## src/rtl/wag_pkg.sv

```systemverilog
package wag_pkg;
  typedef enum logic {
    ORDER_COL_FIRST  = 1'b0,
    ORDER_BANK_FIRST = 1'b1
  } walk_order_e;
endpackage

```

## src/rtl/wag_ptr.sv

```systemverilog
module wag_ptr #(
  parameter int NCOL  = 128,
  parameter int NBANK = 9,
  parameter int XW    = $clog2(NCOL),
  parameter int YW    = $clog2(NBANK)
) (
  input  logic          clk,
  input  logic          rst_n,
  input  logic          adv,
  input  wag_pkg::walk_order_e order,
  input  logic          ldx,
  input  logic [XW-1:0] ldx_val,
  input  logic          ldy,
  input  logic [YW-1:0] ldy_val,
  output logic [XW-1:0] x_q,
  output logic [YW-1:0] y_q
);
  import wag_pkg::*;

  localparam logic [XW-1:0] XMAX = XW'(NCOL - 1);
  localparam logic [YW-1:0] YMAX = YW'(NBANK - 1);

  logic [XW-1:0] x_d;
  logic [YW-1:0] y_d;
  logic          en;

  // next-state logic: the walk first, then loads override it
  always_comb begin
    x_d = x_q;
    y_d = y_q;
    if (adv) begin
      if (order == ORDER_COL_FIRST) begin
        if (x_q == XMAX) begin
          x_d = '0;
          y_d = (y_q == YMAX) ? '0 : y_q + 1'b1;
        end else begin
          x_d = x_q + 1'b1;
        end
      end else begin
        if (y_q == YMAX) begin
          y_d = '0;
          x_d = (x_q == XMAX) ? '0 : x_q + 1'b1;
        end else begin
          y_d = y_q + 1'b1;
        end
      end
    end
    if (ldx) x_d = ldx_val;
    if (ldy) y_d = (ldy_val > YMAX) ? YMAX : ldy_val;
  end

  assign en = adv | ldx | ldy;

  always_ff @(posedge clk or negedge rst_n) begin
    if (!rst_n) begin
      x_q <= '0;
      y_q <= '0;
    end else if (en) begin
      x_q <= x_d;
      y_q <= y_d;
    end
  end
endmodule

```

## src/rtl/wag_map.sv

```systemverilog
module wag_map #(
  parameter int NCOL  = 128,
  parameter int NBANK = 9,
  parameter int DW    = 8,
  parameter int XW    = $clog2(NCOL),
  parameter int YW    = $clog2(NBANK)
) (
  input  logic          clk,
  input  logic          rst_n,
  input  logic          wr_stb,
  input  logic [XW-1:0] x,
  input  logic [YW-1:0] y,
  input  logic          mirror,
  input  logic          lsb_top,
  input  logic [DW-1:0] din,
  output logic          we_q,
  output logic [YW-1:0] bank_q,
  output logic [XW-1:0] col_q,
  output logic [DW-1:0] data_q,
  output logic [DW-1:0] mask_q
);
  localparam logic [XW-1:0] XMAX      = XW'(NCOL - 1);
  localparam logic [YW-1:0] ICON_BANK = YW'(NBANK - 1);
  localparam logic [DW-1:0] ICON_MASK = DW'(1);

  logic [DW-1:0] din_rev;
  logic [DW-1:0] data_d;
  logic [XW-1:0] col_d;
  logic [DW-1:0] mask_d;

  for (genvar k = 0; k < DW; k++) begin : g_rev
    assign din_rev[k] = din[DW-1-k];
  end

  always_comb begin
    col_d  = mirror ? (XMAX - x) : x;
    data_d = lsb_top ? din : din_rev;
    mask_d = (y == ICON_BANK) ? ICON_MASK : '1;
  end

  always_ff @(posedge clk or negedge rst_n) begin
    if (!rst_n) begin
      we_q <= 1'b0;
    end else begin
      we_q <= wr_stb;
    end
  end

  always_ff @(posedge clk or negedge rst_n) begin
    if (!rst_n) begin
      bank_q <= '0;
      col_q  <= '0;
      data_q <= '0;
      mask_q <= '0;
    end else if (wr_stb) begin
      bank_q <= y;
      col_q  <= col_d;
      data_q <= data_d;
      mask_q <= mask_d;
    end
  end
endmodule

```

## src/rtl/dram_wr_addr_gen.sv

```systemverilog
module dram_wr_addr_gen #(
  parameter int NCOL  = 128,
  parameter int NBANK = 9,
  parameter int DW    = 8,
  localparam int XW   = $clog2(NCOL),
  localparam int YW   = $clog2(NBANK)
) (
  input  logic          clk,
  input  logic          rst_n,
  input  logic          cfg_vert,
  input  logic          cfg_mirror,
  input  logic          cfg_lsb_top,
  input  logic          wr_stb,
  input  logic [DW-1:0] wr_data,
  input  logic          ld_x,
  input  logic [XW-1:0] ld_x_val,
  input  logic          ld_y,
  input  logic [YW-1:0] ld_y_val,
  output logic          ram_we,
  output logic [YW-1:0] ram_bank,
  output logic [XW-1:0] ram_col,
  output logic [DW-1:0] ram_data,
  output logic [DW-1:0] ram_mask,
  output logic [XW-1:0] ptr_x,
  output logic [YW-1:0] ptr_y
);
  import wag_pkg::*;

  walk_order_e order;
  assign order = cfg_vert ? ORDER_BANK_FIRST : ORDER_COL_FIRST;

  wag_ptr #(.NCOL(NCOL), .NBANK(NBANK), .XW(XW), .YW(YW)) u_ptr (
    .clk     (clk),
    .rst_n   (rst_n),
    .adv     (wr_stb),
    .order   (order),
    .ldx     (ld_x),
    .ldx_val (ld_x_val),
    .ldy     (ld_y),
    .ldy_val (ld_y_val),
    .x_q     (ptr_x),
    .y_q     (ptr_y)
  );

  wag_map #(.NCOL(NCOL), .NBANK(NBANK), .DW(DW), .XW(XW), .YW(YW)) u_map (
    .clk     (clk),
    .rst_n   (rst_n),
    .wr_stb  (wr_stb),
    .x       (ptr_x),
    .y       (ptr_y),
    .mirror  (cfg_mirror),
    .lsb_top (cfg_lsb_top),
    .din     (wr_data),
    .we_q    (ram_we),
    .bank_q  (ram_bank),
    .col_q   (ram_col),
    .data_q  (ram_data),
    .mask_q  (ram_mask)
  );
endmodule

```

## config.mk

```make
export PLATFORM = sky130hd
export DESIGN_NAME = dram_wr_addr_gen
export DESIGN_NICKNAME = d
export VERILOG_FILES = /design/src/rtl/wag_pkg.sv /design/src/rtl/wag_ptr.sv /design/src/rtl/wag_map.sv /design/src/rtl/dram_wr_addr_gen.sv
export SDC_FILE = /design/constraint.sdc
export NUM_CORES = 1
export LEC_CHECK = 0
export BUFFER_PORTS_ARGS = -buffer_cell sky130_fd_sc_hd__buf_2
export CORE_MARGIN = 2
export CORE_UTILIZATION = 45
export CTS_CLUSTER_DIAMETER = 150
export DETAILED_ROUTE_END_ITERATION = 6
export PLACE_DENSITY_LB_ADDON = 0.08
export SYNTH_ARGS = -nofsm -noshare
export SYNTH_HDL_FRONTEND = slang
export SYNTH_SLANG_ARGS = --single-unit
export TNS_END_PERCENT = 30
```

## constraint.sdc

```tcl
create_clock -name clk -period 2.9 [get_ports clk]
set_input_delay 0.725 -clock clk [delete_from_list [all_inputs] [get_ports clk]]
set_output_delay 0.725 -clock clk [all_outputs]
set_load 0.01 [all_outputs]
```

Word level (Yosys, flattened, before mapping)
Cells that the tools add are included.
{"block": "totals", "ff_bits": 39, "in_bits": 27, "out_inout_bits": 39, "elab_cells": 36}
{"block": "classes", "addsub": 3, "n_lt_le_gt_ge": 1, "n_eq_ne": 3, "muxes": 15, "bitwise_logic": 2, "reduce_logical": 5}
{"operator": "$mux W7", "count": 6}
{"operator": "$mux W4", "count": 6}
{"operator": "$mux W8", "count": 2}
{"operator": "$add A7 B1 Y7 const B", "count": 1}
{"operator": "$eq A7 B7 Y1 const B", "count": 1}
{"operator": "$sub A7 B7 Y7 const A", "count": 1}
{"operator": "$reduce_and A3 Y1", "count": 2}
{"operator": "$add A4 B1 Y4 const B", "count": 1}
{"operator": "$eq A4 B4 Y1 const B", "count": 1}
{"operator": "$gt A4 B4 Y1 const B", "count": 1}
{"operator": "$reduce_bool A2 Y1", "count": 2}
{"operator": "$ne A3 B2 Y1 const B", "count": 1}
{"operator": "$reduce_bool A3 Y1", "count": 1}
{"operator": "$or A1 B1 Y1", "count": 2}
{"operator": "$mux W1", "count": 1}

Logic depth before layout (Yosys ltp)
Gate-level depths: netlist of run 1.
{"block": "logic_depth", "ltp_word": 6, "mapped_depth": 6, "depth_no_buf": 6}

Modules after synthesis
From an unflattened synthesis of run 1, not the netlist that was laid out.
{"block": "hier_totals", "hier_cells": 170, "hier_area_um2": 1921.8}
{"mod": "wag_map", "n_inst": 1, "cells_per_inst": 87, "area_per_inst_um2": 1127.3, "seq_area_each_um2": 550.5}
{"mod": "wag_ptr", "n_inst": 1, "cells_per_inst": 83, "area_per_inst_um2": 794.5, "seq_area_each_um2": 275.3}

Worst setup path before layout of run 1
No wires, ideal clock.
{"block": "synth_path", "kind": "reg2reg", "start": "register u_ptr.y_q[0]", "end": "register u_ptr.x_q[6]", "setup_time_ns": 0.125, "arrival_time_ns": 1.554, "t_required_ns": 2.775, "setup_slack_ns": 1.221, "path_stages_with_launch": 7, "n_path_buf": 0, "period_less_slack_ns": 1.679, "cell_sequence": "dfrtp_1 inv_1 ha_1 nand3b_4 a2111oi_4 xor2_1 mux2_2"}
{"block": "synth_between", "elab_chain_len": 3}
{"item": "start, declared", "line_no": "wag_ptr.sv:16", "rtl": "output logic [YW-1:0] y_q"}
{"item": "start signal, assigned", "line_no": "wag_ptr.sv:60", "rtl": "y_q <= y_d;"}
{"item": "$eq A4 B4 Y1", "line_no": "wag_ptr.sv:40", "rtl": "if (y_q == YMAX) begin"}
{"item": "$ne A3 B2 Y1 (no source line)"}
{"item": "$reduce_and A3 Y1 (no source line)"}
{"item": "end signal, assigned", "line_no": "wag_ptr.sv:56", "rtl": "x_q <= '0;"}
{"item": "end signal, assigned", "line_no": "wag_ptr.sv:59", "rtl": "x_q <= x_d;"}
{"item": "end, declared", "line_no": "wag_ptr.sv:15", "rtl": "output logic [XW-1:0] x_q,"}
No other way between the ends.
A chain may end at the register's enable or synchronous reset.

Final worst setup path of run 1
Same ends and word-level chain as after synthesis.

==> qor.txt, run 1 <==
critical path required time - 3.07 ns
total gr overflow - 0
kind of end point of the critical path - register
Pwr per Cell Area - 544 mW/mm^2
FFs w/ async S/R, synth - 1.00
worst flop-to-flop path endpoint - u_ptr.x_q[6]
top post-synthesis cells by count - dfrtp_1, a21oi_1, nor2_1
Synth Area in XOR/XNOR - 0.0504
CTS root buf - clkbuf_8
Worst-Skew Late Latency - 0.28 ns
final setup violation count - 0
number of enable flip-flop cells after synthesis - 0
synthesized area - 0.00174 mm^2
top-count cell post-synth - dfrtp_1
#FFs+latches synth - 33
status - complete, no violations
RSZ-0062 raised after global routing - false
Die Area - 0.00438 mm^2
H-tree Lvls - 2
total power - 1.16 mW
clock sink count - 33
crit-path max FO - 7
area leader, netlist - dfrtp_1
Compound-Gate Fraction of Synth Area - 0.166
ANT nets after route - 0
largest net degree at the start of global routing - 40
mux cell area share after synthesis - 0.0965
register clock-pin slew on the reported worst setup and hold paths - 0.07 ns
Final Critical Period - 1.82 ns
f_max - 549 MHz
CTS buffer count - 5
CTS tree - done
core area - 0.00369 mm^2
Post-Synth Adder-Cell Area - 0.0216
HP Class - register to register
final RePlAce weighted congestion - 0.811
Slew Viols, Final - 0
main combinational cell family by area after synthesis - compound AO/OA/AOI/OAI gates
Antenna Cells - 0
# resized after CTS - 0
via/cell ratio - 5.21
VDD IR max - 0.000253 V
Detail Placement HPWL - 2700 um
Worst R2R Setup Slack - 1.08 ns
hold depth - 1
CTS Hold Bufs - 0
DRC Markers - 0
vias in the first global route - 1340
Post-Syn Instances - 170
top post-synthesis cells by area - dfrtp_1, mux2i_1, a21oi_1, nor2_1, xnor2_1
Hold Crit Start - u_map.mask_q[0]
nets - 257
critical path class - register to register
share of layout cells above drive strength 1 - 0.368
fill cell count - 349
proportion of netlist area held by the largest area contributor - 0.475
TNS Setup - 0 ns
RR Startpoint - u_ptr.y_q[0]
Vert. Die Dim - 66.1 um
PortBufs - 65
P&R area growth vs syn - 22.3%
WP data arrival - 1.99 ns
top_reg_cell synth - dfrtp_1
clk buf depth - 2
Startpoint Class - register
Syn. warnings - 0
GR Util All Layers - 0.178
Avg Cell Area, Syn - 10.2 um^2
hold worst-path end - u_map.mask_q[0]
die width - 66.1 um
post-synth cell types - 39
routed via count - 1437
Seq/Total Area, Yosys - 0.475
first-pass GRT wire length - 5950 um
Worst Clk Skew - 0.00461 ns
initial antenna violation count - 0
initial core utilization - 0.471
Detailed Route WL - 3690 um
Synth Area in Simple Gates - 0.130
MaxCap Viol Count - 0
Worst-Margin Slew - 0.721 ns
postcts setup bufs - 0
Slew HR - 0.519
DRT iter0 DRCs - 68
Final Hold Fails - 0
cells on worst reg2reg path - 6
routed length per placed instance - 13.4 um
# IOs - 66
1st-pass router iterations - 4
row count - 22
fin crit share - 0.628
leakage power - 1.00 nW
syn nets - 200
where the power goes:
group	internal (mW)	total, mW	leakage (nW)	switching [mW]
registers	0.514	0.569	0.374	0.0549
logic	0.123	0.264	0.584	0.141
clock network	0.166	0.324	0.0450	0.158
layer usage:
layer  up-vias  global-route usage  wire length [um]
li1        704                   -                 -
met1       687               0.226              1720
met2        44               0.291              1720
met3         2              0.0460               232
met4         0              0.0689                15
met5         -                   0                 0
through the flow:
step                      hold slack (ns)  cell area (um^2)  worst slack [ns]   util  cells
after floorplan                     0.429              1740              1.22      -    170
after global placement              0.446              2040              1.03  0.554    268
after detailed placement            0.448              2040             0.966  0.554    268
after CTS                           0.467              2130              1.08  0.576    276
after global routing                0.502              2130             0.987  0.576    276
final                               0.463              2130              1.08  0.576    276
critical path, stage by stage (launching register included):
cell	delay, ns
dfrtp_1	0.45
inv_1	0.11
ha_1	0.23
nand3b_4	0.16
a2111oi_4	0.38
xor2_1	0.11
mux2_2	0.27
cells in the final DEF (no fill, tap or decap), drive strengths merged:
cell type / n
and3: 2
and2: 1
nor2b: 1
a22oi: 3
ha: 3
clkinv: 2
xor2: 2
buf: 66
nand2b: 3
or2: 1
nand2: 8
nand3b: 1
a2111oi: 1
xnor2: 8
nand3: 5
a311oi: 1
a21oi: 20
a211oi: 3
a22o: 2
o22ai: 1
dfrtp: 33
a41o: 1
a31oi: 2
a2bb2oi: 1
nor3: 1
a21o: 1
a21boi: 2
o21ai: 5
and4: 1
and4b: 1
mux2i: 10
nor2: 19
clkbuf: 6
inv: 5
mux2: 6
registers in the layout, summed over array words and instances, names as in the netlist:
name	cells
u_map.data_q	8
u_map.mask_q	2
u_map.we_q	1
u_ptr.y_q	4
u_map.bank_q	4
u_ptr.x_q	7
u_map.col_q	7
cells by family after synthesis:
group / count (synthesis)
AOI/OAI and AO/OA: 43
xor gates and xnor gates: 10
adders and majority gates: 3
buffers and inverters: 21
DFF: 33
muxes: 16
and+or+nand+nor: 44
layout make-up:
type	instances	area [um^2]	share of cell area
Clock buffer	6	72.6	0.0341
Clock inverter	2	10.0	0.00471
Inverter	5	18.8	0.00883
Multi-Input combinational cell	116	806	0.379
Sequential cell	33	826	0.388
Tap cell	48	60.1	0.0283
Timing Repair Buffer	66	333	0.157
worst max-delay path by stage:
stage	slack, ns	from	end
floorplan	1.22	u_ptr.y_q[0]	u_ptr.x_q[6]
global placement	1.03	wr_stb	u_ptr.y_q[2]
detailed placement	0.97	wr_stb	u_ptr.y_q[2]
CTS	1.08	u_ptr.y_q[0]	u_ptr.x_q[4]
global route	0.99	u_ptr.y_q[0]	u_ptr.x_q[4]
finish	1.08	u_ptr.y_q[0]	u_ptr.x_q[6]
No activity file was read; power rests on OpenSTA's default activity.
==> run 2: changes to the inputs <==
--- a/config.mk
+++ b/config.mk
@@ -5,9 +5,10 @@
 export SDC_FILE = /design/constraint.sdc
 export NUM_CORES = 1
 export LEC_CHECK = 0
+export ABC_AREA = 1
 export BUFFER_PORTS_ARGS = -buffer_cell sky130_fd_sc_hd__buf_2
 export CORE_MARGIN = 2
-export CORE_UTILIZATION = 45
+export CORE_UTILIZATION = 44
 export CTS_CLUSTER_DIAMETER = 150
 export DETAILED_ROUTE_END_ITERATION = 6
 export PLACE_DENSITY_LB_ADDON = 0.08
==> constraint.sdc (replaced) <==
create_clock -name clk -period 1.6 [get_ports clk]
set_input_delay 0.4 -clock clk [delete_from_list [all_inputs] [get_ports clk]]
set_output_delay 0.4 -clock clk [all_outputs]
set_load 0.01 [all_outputs]
==> qor.txt, run 2 <==
status - complete, no violations
1st-pass router iterations - 4 (unchanged)
routed length per placed instance - 10.8 um (-19%)
Detailed Route WL - 3750 um (+1.7%)
first-pass GRT wire length - 6420 um (+7.9%)
Avg Cell Area, Syn - 7.83 um^2 (-23%)
DRC Markers - 0 (unchanged)
Synth Area in XOR/XNOR - 0.0384 (-0.0120)
die width - 68.4 um (+3.4%)
CTS Hold Bufs - 0 (unchanged)
Final Critical Period - 1.39 ns (-0.435 ns)
P&R area growth vs syn - 22.8%
critical path class - register to register
Synth Area in Simple Gates - 0.267 (+0.138)
Pwr per Cell Area - 1070 mW/mm^2 (+96%)
vias in the first global route - 1484 (+11%)
Worst Clk Skew - 0.00348 ns (-0.00113 ns)
max FFs per register - 8 (unchanged)
FFs w/ async S/R, synth - 1.00 (unchanged)
CTS buffer count - 5 (unchanged)
crit-path max FO - 6 (-1)
WP data arrival - 1.56 ns (-0.43 ns)
# IOs - 66 (unchanged)
fill cell count - 400 (+15%)
Startpoint Class - register
share of layout cells above drive strength 1 - 0.307 (-0.0610)
final RePlAce weighted congestion - 0.845 (+4.1%)
main combinational cell family by area after synthesis - simple AND/OR/NAND/NOR gates
Top reg by flops - u_map.data_q
Seq/Total Area, Yosys - 0.452 (-0.0228)
top_reg_cell synth - dfrtp_1
number of enable flip-flop cells after synthesis - 0 (unchanged)
RR Startpoint - u_ptr.y_q[0]
MaxCap Viol Count - 0 (unchanged)
post-synth cell types - 25 (-36%)
# resized after CTS - 0 (unchanged)
initial antenna violation count - 0 (unchanged)
Largest stage delay, worst path - 0.41 ns (-0.04 ns)
dpl cell area - 0.00216 mm^2 (+5.6%)
core area - 0.00400 mm^2 (+8.4%)
CTS tree - done
nets - 325 (+26%)
total power - 2.39 mW (+110%)
Detail Placement HPWL - 2910 um (+8.0%)
top post-synthesis cells by count - nand2_1, dfrtp_1, inv_1
final setup violation count - 0 (unchanged)
cells along the critical path - inv_1, ha_1, nand2_1, nor2_2, nor2_2, nor2_2, nand2_1, nand2_1
postcts setup bufs - 0 (unchanged)
biggest regs - u_map.data_q x8, u_map.col_q x7, u_ptr.x_q x7
Antenna Cells - 0 (unchanged)
leakage power - 1.20 nW (+20%)
largest net degree at the start of global routing - 26 (-35%)
#FFs+latches synth - 33 (unchanged)
f_max - 721 MHz (+31%)
TNS Setup - 0 ns (unchanged)
fin crit share - 0.867 (+0.239)
end-of-flow core utilization - 0.560 (-0.0161)
Post-Synth Adder-Cell Area - 0.0206 (-0.00104)
Slew HR - 0.734 (+0.214)
area leader, netlist - dfrtp_1
routed via count - 1606 (+12%)
top post-synthesis cells by area - dfrtp_1, nand2_1, o21ai_0, inv_1, nor2_1
kind of end point of the critical path - register
DRT iter0 DRCs - 61 (-10%)
VDD IR max - 0.000463 V (+83%)
top-count cell post-synth - nand2_1
ANT nets after route - 0 (unchanged)
Slew Viols, Final - 0 (unchanged)
syn nets - 263 (+32%)
CTS root buf - clkbuf_8
Worst-Margin Slew - 0.399 ns (-0.321 ns)
H-tree Lvls - 2 (unchanged)
Crit-path slowest cell - dfrtp_1
synthesized area - 0.00183 mm^2 (+5.0%)
Compound-Gate Fraction of Synth Area - 0.108 (-0.0573)
via/cell ratio - 4.64 (-11%)
clock sink count - 33 (unchanged)
total gr overflow - 0 (unchanged)
HP Class - input port to asynchronous set/reset pin
Post-Syn Instances - 233 (+37%)
Setup crit start - u_ptr.y_q[0]
initial core utilization - 0.456 (-0.0148)
GR Util All Layers - 0.183 (+0.00428)
critical path required time - 1.77 ns (-1.30 ns)
most frequent cells in the layout - nand2_1, buf_2, dfrtp_1, inv_1, o21ai_0
register clock-pin slew on the reported worst setup and hold paths - 0.07 ns (about the same)
PortBufs - 65 (unchanged)
row count - 23 (+4.5%)
Final Hold Fails - 0 (unchanged)
proportion of netlist area held by the largest area contributor - 0.452 (-0.0228)
Vert. Die Dim - 68.4 um (+3.4%)
RSZ-0062 raised after global routing - false
Worst-Skew Late Latency - 0.28 ns (about the same)
clk buf depth - 2 (unchanged)
Syn. warnings - 0 (unchanged)
commonest non-fill, non-tap cell in the layout - nand2_1
Die Area - 0.00468 mm^2 (+7.0%)
mux cell area share after synthesis - 0 (-0.0965)
design area - 0.00224 mm^2 (+5.4%)
[run 2: changes by cell type in the layout (fill, tap and decap cells not counted), sizes merged, moves of 6 or more]
| cell | previous run | this run |
|---|---|---|
| mux2 | 6 | 0 |
| nand2 | 8 | 76 |
| o21ai | 5 | 23 |
| a21oi | 20 | 6 |
| inv | 5 | 25 |
| mux2i | 10 | 0 |
| nand3 | 5 | 13 |
[run 2: cell type report]
cell class / instances / area [um^2] / share of cell area
clock buffers: 6 / 72.6 / 0.0324
clock inverters: 2 / 10.0 / 0.00447
inverters: 25 / 101 / 0.0452
multi-input cells: 160 / 793 / 0.354
flip-flops and latches: 33 / 826 / 0.369
well taps: 50 / 62.6 / 0.0279
repair buffers: 70 / 375 / 0.168
[run 2: per-stage QoR]
step,cells,setup slack [ns],hold slack [ns]
after floorplan,233,0.286,0.104
after global placement,338,0.253,0.356
after detailed placement,338,0.223,0.357
after CTS,346,0.211,0.0506
after global routing,346,0.0871,0.0685
final,346,0.213,0.0367
[run 2: power breakdown]
group / switching [mW] / internal, mW
sequential: 0.123 / 0.967
clock: 0.297 / 0.301
combinational: 0.400 / 0.303
total: 0.821 / 1.57
[run 2: final timing paths]
check / end / slack [ns] / cells past startpoint
worst min-delay path: u_map.data_q[2] / 0.04 / 1
min in group clk: u_ptr.x_q[4] / 0.35 / 3
worst max register to register: u_ptr.x_q[1] / 0.21 / 8
worst min register to register: u_map.mask_q[0] / 0.48 / 1
worst max-delay path: u_ptr.x_q[1] / 0.21 / 8
max in group asynchronous: u_ptr.y_q[2] / 1.14 / 2
[run 2: logic make-up (layout without fill, tap and decap cells)]
family | Yosys count | after routing
AOI/OAI and AO/OA | 34 | 34
and+or+nand+nor | 115 | 115
DFF | 33 | 33
adders and majority gates | 3 | 3
buffers and inverters | 40 | 103
xor gates and xnor gates | 8 | 8
[run 2: critical path: cells and delay by family (launching register included)]
| kind | cells | cell delay (ns) |
|---|---|---|
| adders and majority gates | 1 | 0.23 |
| buffers and inverters | 1 | 0.10 |
| and+or+nand+nor | 6 | 0.54 |
| DFF | 1 | 0.41 |
[run 2: layer usage]
metal  part of all wire  up-vias  global-route usage
li1                   -      852                   -
met4              0.014        0              0.0600
met2               0.45       43               0.298
met5                  0        -                   0
met3              0.050        6              0.0493
met1               0.49      705               0.233
==> run 3: changes to the inputs <==
--- a/config.mk
+++ b/config.mk
@@ -7,7 +7,6 @@
 export LEC_CHECK = 0
 export ABC_AREA = 1
 export BUFFER_PORTS_ARGS = -buffer_cell sky130_fd_sc_hd__buf_2
-export CORE_MARGIN = 2
 export CORE_UTILIZATION = 44
 export CTS_CLUSTER_DIAMETER = 150
 export DETAILED_ROUTE_END_ITERATION = 6
==> qor.txt, run 3 (synthesis gave the netlist of run 2 again) <==
Pwr per Cell Area - 1090 mW/mm^2 (+1.7%)
post-route insts no fill - 343 (-0.87%)
row count - 23 (unchanged)
CTS tree - done
pre-CTS WS - 0.165 ns (-0.0583 ns)
register clock-pin slew on the reported worst setup and hold paths - 0.06 ns (about the same)
Vert. Die Dim - 66.4 um (-2.9%)
Worst R2R Setup Slack - 0.19 ns (-0.02 ns)
Worst-Margin Slew - 0.417 ns (+0.0174 ns)
DRC Markers - 0 (unchanged)
Worst Clk Skew - 0.00306 ns (-0.000419 ns)
initial core utilization - 0.456 (unchanged)
CTS buffer count - 5 (unchanged)
kind of end point of the critical path - register
WP data arrival - 1.58 ns (+0.02 ns)
initial antenna violation count - 0 (unchanged)
Final Hold Fails - 0 (unchanged)
most frequent cells in the layout - nand2_1, buf_2, dfrtp_1, inv_1, o21ai_0
end-of-flow core utilization - 0.555 (-0.00563)
Antenna Cells - 0 (unchanged)
nets - 323 (-0.62%)
DRT iter0 DRCs - 66 (+8.2%)
routed via count - 1635 (+1.8%)
max FFs per register - 8 (unchanged)
P&R area growth vs syn - 21.5%
Placed Cells incl. Taps - 336 (-0.59%)
Worst-Skew Late Latency - 0.28 ns (about the same)
clk buf depth - 2 (unchanged)
PortBufs - 65 (unchanged)
Detail Placement HPWL - 2790 um (-4.4%)
critical path class - register to register
sw frac - 0.336 (-0.00748)
Detailed Route WL - 3770 um (+0.53%)
Worst Setup EP - u_ptr.x_q[0]
commonest non-fill, non-tap cell in the layout - nand2_1
share of layout cells above drive strength 1 - 0.304 (-0.00368)
CTS root buf - clkbuf_8
postcts setup bufs - 0 (unchanged)
status - complete, no violations
P_int - 1.60 mW (+1.9%)
final setup violation count - 0 (unchanged)
# IOs - 66 (unchanged)
Top reg by flops - u_map.data_q
clock sink count - 33 (unchanged)
vias in the first global route - 1368 (-7.8%)
Startpoint Class - register
die width - 66.4 um (-2.9%)
ANT nets after route - 0 (unchanged)
critical path required time - 1.77 ns (about the same)
MaxCap Viol Count - 0 (unchanged)
biggest regs - u_map.data_q x8, u_map.col_q x7, u_ptr.x_q x7
largest net degree at the start of global routing - 34 (+31%)
first-pass GRT wire length - 6250 um (-2.7%)
1st-pass router iterations - 4 (unchanged)
cells along the critical path - inv_1, ha_1, nand2_1, nor2_2, nor2_2, nor2_2, nand2_1, nand2_1
cells on worst reg2reg path - 8 (unchanged)
Die Area - 0.00441 mm^2 (-5.8%)
Crit-path slowest cell - dfrtp_1
Slew HR - 0.722 (-0.0116)
Clock power frac - 0.259 (+0.009)
RSZ-0062 raised after global routing - false
H-tree Lvls - 2 (unchanged)
crit-path max FO - 6 (unchanged)
Largest stage delay, worst path - 0.44 ns (+0.03 ns)
RR Startpoint - u_ptr.y_q[1]
final RePlAce weighted congestion - 0.858 (+1.6%)
TNS Setup - 0 ns (unchanged)
leakage power - 1.18 nW (-1.3%)
fin crit share - 0.881 (+0.0144)
Setup crit start - u_ptr.y_q[1]
via/cell ratio - 4.77 (+2.7%)
GR Util All Layers - 0.193 (+0.0102)
Final Critical Period - 1.41 ns (+0.0230 ns)
Logic pwr share - 0.283 (-0.011)
Slew Viols, Final - 0 (unchanged)
routed length per placed instance - 11.0 um (+1.4%)
Psw - 0.808 mW (-1.5%)
VDD IR max - 0.000439 V (-5.3%)
Setup WS post-layout - 0.190 ns (-0.0230 ns)
core area - 0.00400 mm^2 (unchanged)
sequential group share of total power - 0.458 (+0.002)
worst flop-to-flop path endpoint - u_ptr.x_q[0]
HP Class - input port to asynchronous set/reset pin
total gr overflow - 0 (unchanged)
f_max - 709 MHz (-1.6%)
## run 3: changes by cell type in the layout (fill, tap and decap cells not counted)
| cell | previous run | this run |
|---|---|---|
| clkinv_2 | 2 | 0 |
| buf_12 | 1 | 0 |
| buf_4 | 4 | 3 |
| clkbuf_8 | 5 | 6 |
| dfrtp_1 | 33 | 32 |
| dfrtp_2 | 0 | 1 |
## run 3: critical path: cells and delay by family, from the launching register on
kind | cells | cell delay (ns)
adder cells (fa/ha/maj) | 1 | 0.22
flip-flops | 1 | 0.44
buffers and inverters | 1 | 0.09
AND/OR/NAND/NOR | 6 | 0.56
## run 3: worst min path at each step
stage / to / slack (ns) / cells past startpoint
after detailed placement: u_map.data_q[2] / 0.45 / 2
after global routing: u_map.data_q[4] / 0.17 / 2
after CTS: u_map.we_q / 0.15 / 2
final: u_map.data_q[2] / 0.13 / 2
after floorplan: u_map.bank_q[0] / 0.10 / 0
after global placement: u_map.mask_q[0] / 0.45 / 1
## run 3: timing repair
action                                  4_1_cts  5_1_grt
endpoints found under the hold margin         0        0
hold buffers                                  0        0
resized for setup                             0        1
endpoints found under the setup margin        0        2
## run 3: routing by layer
layer  vias up  global-route usage  part of all wire
li1        851                   -                 -
met1       727               0.254              0.47
met2        53               0.301              0.46
met3         4              0.0483             0.061
met4         0              0.0798            0.0088
met5         -                   0                 0
## run 3: final cells by class
| type | instances | area [um^2] |
|---|---|---|
| Multi-Input combinational cell | 160 | 793 |
| Sequential cell | 33 | 827 |
| Fill cell | 407 | 1780 |
| Inverter | 25 | 101 |
| Tap cell | 50 | 62.6 |
| Timing Repair Buffer | 68 | 348 |
| Clock buffer | 7 | 86.3 |
## run 3: through the flow
step                      cell area (um^2)  hold slack, ns  total power [mW]
final                                 2220           0.133              2.41
after global routing                  2220           0.165              2.59
after CTS                             2220           0.148              2.44
after detailed placement              2130           0.445              1.81
after global placement                2130           0.450              1.80
after floorplan                       1830           0.104              1.56
## run 3: power groups by stage
stage                     clock, mW  sequential [mW]  combinational (mW)
after global routing          0.671             1.13               0.789
after floorplan                   0             1.16               0.397
after global placement            0             1.11               0.688
after detailed placement          0             1.12               0.690
after CTS                     0.644             1.10               0.693
final                         0.624             1.10               0.681
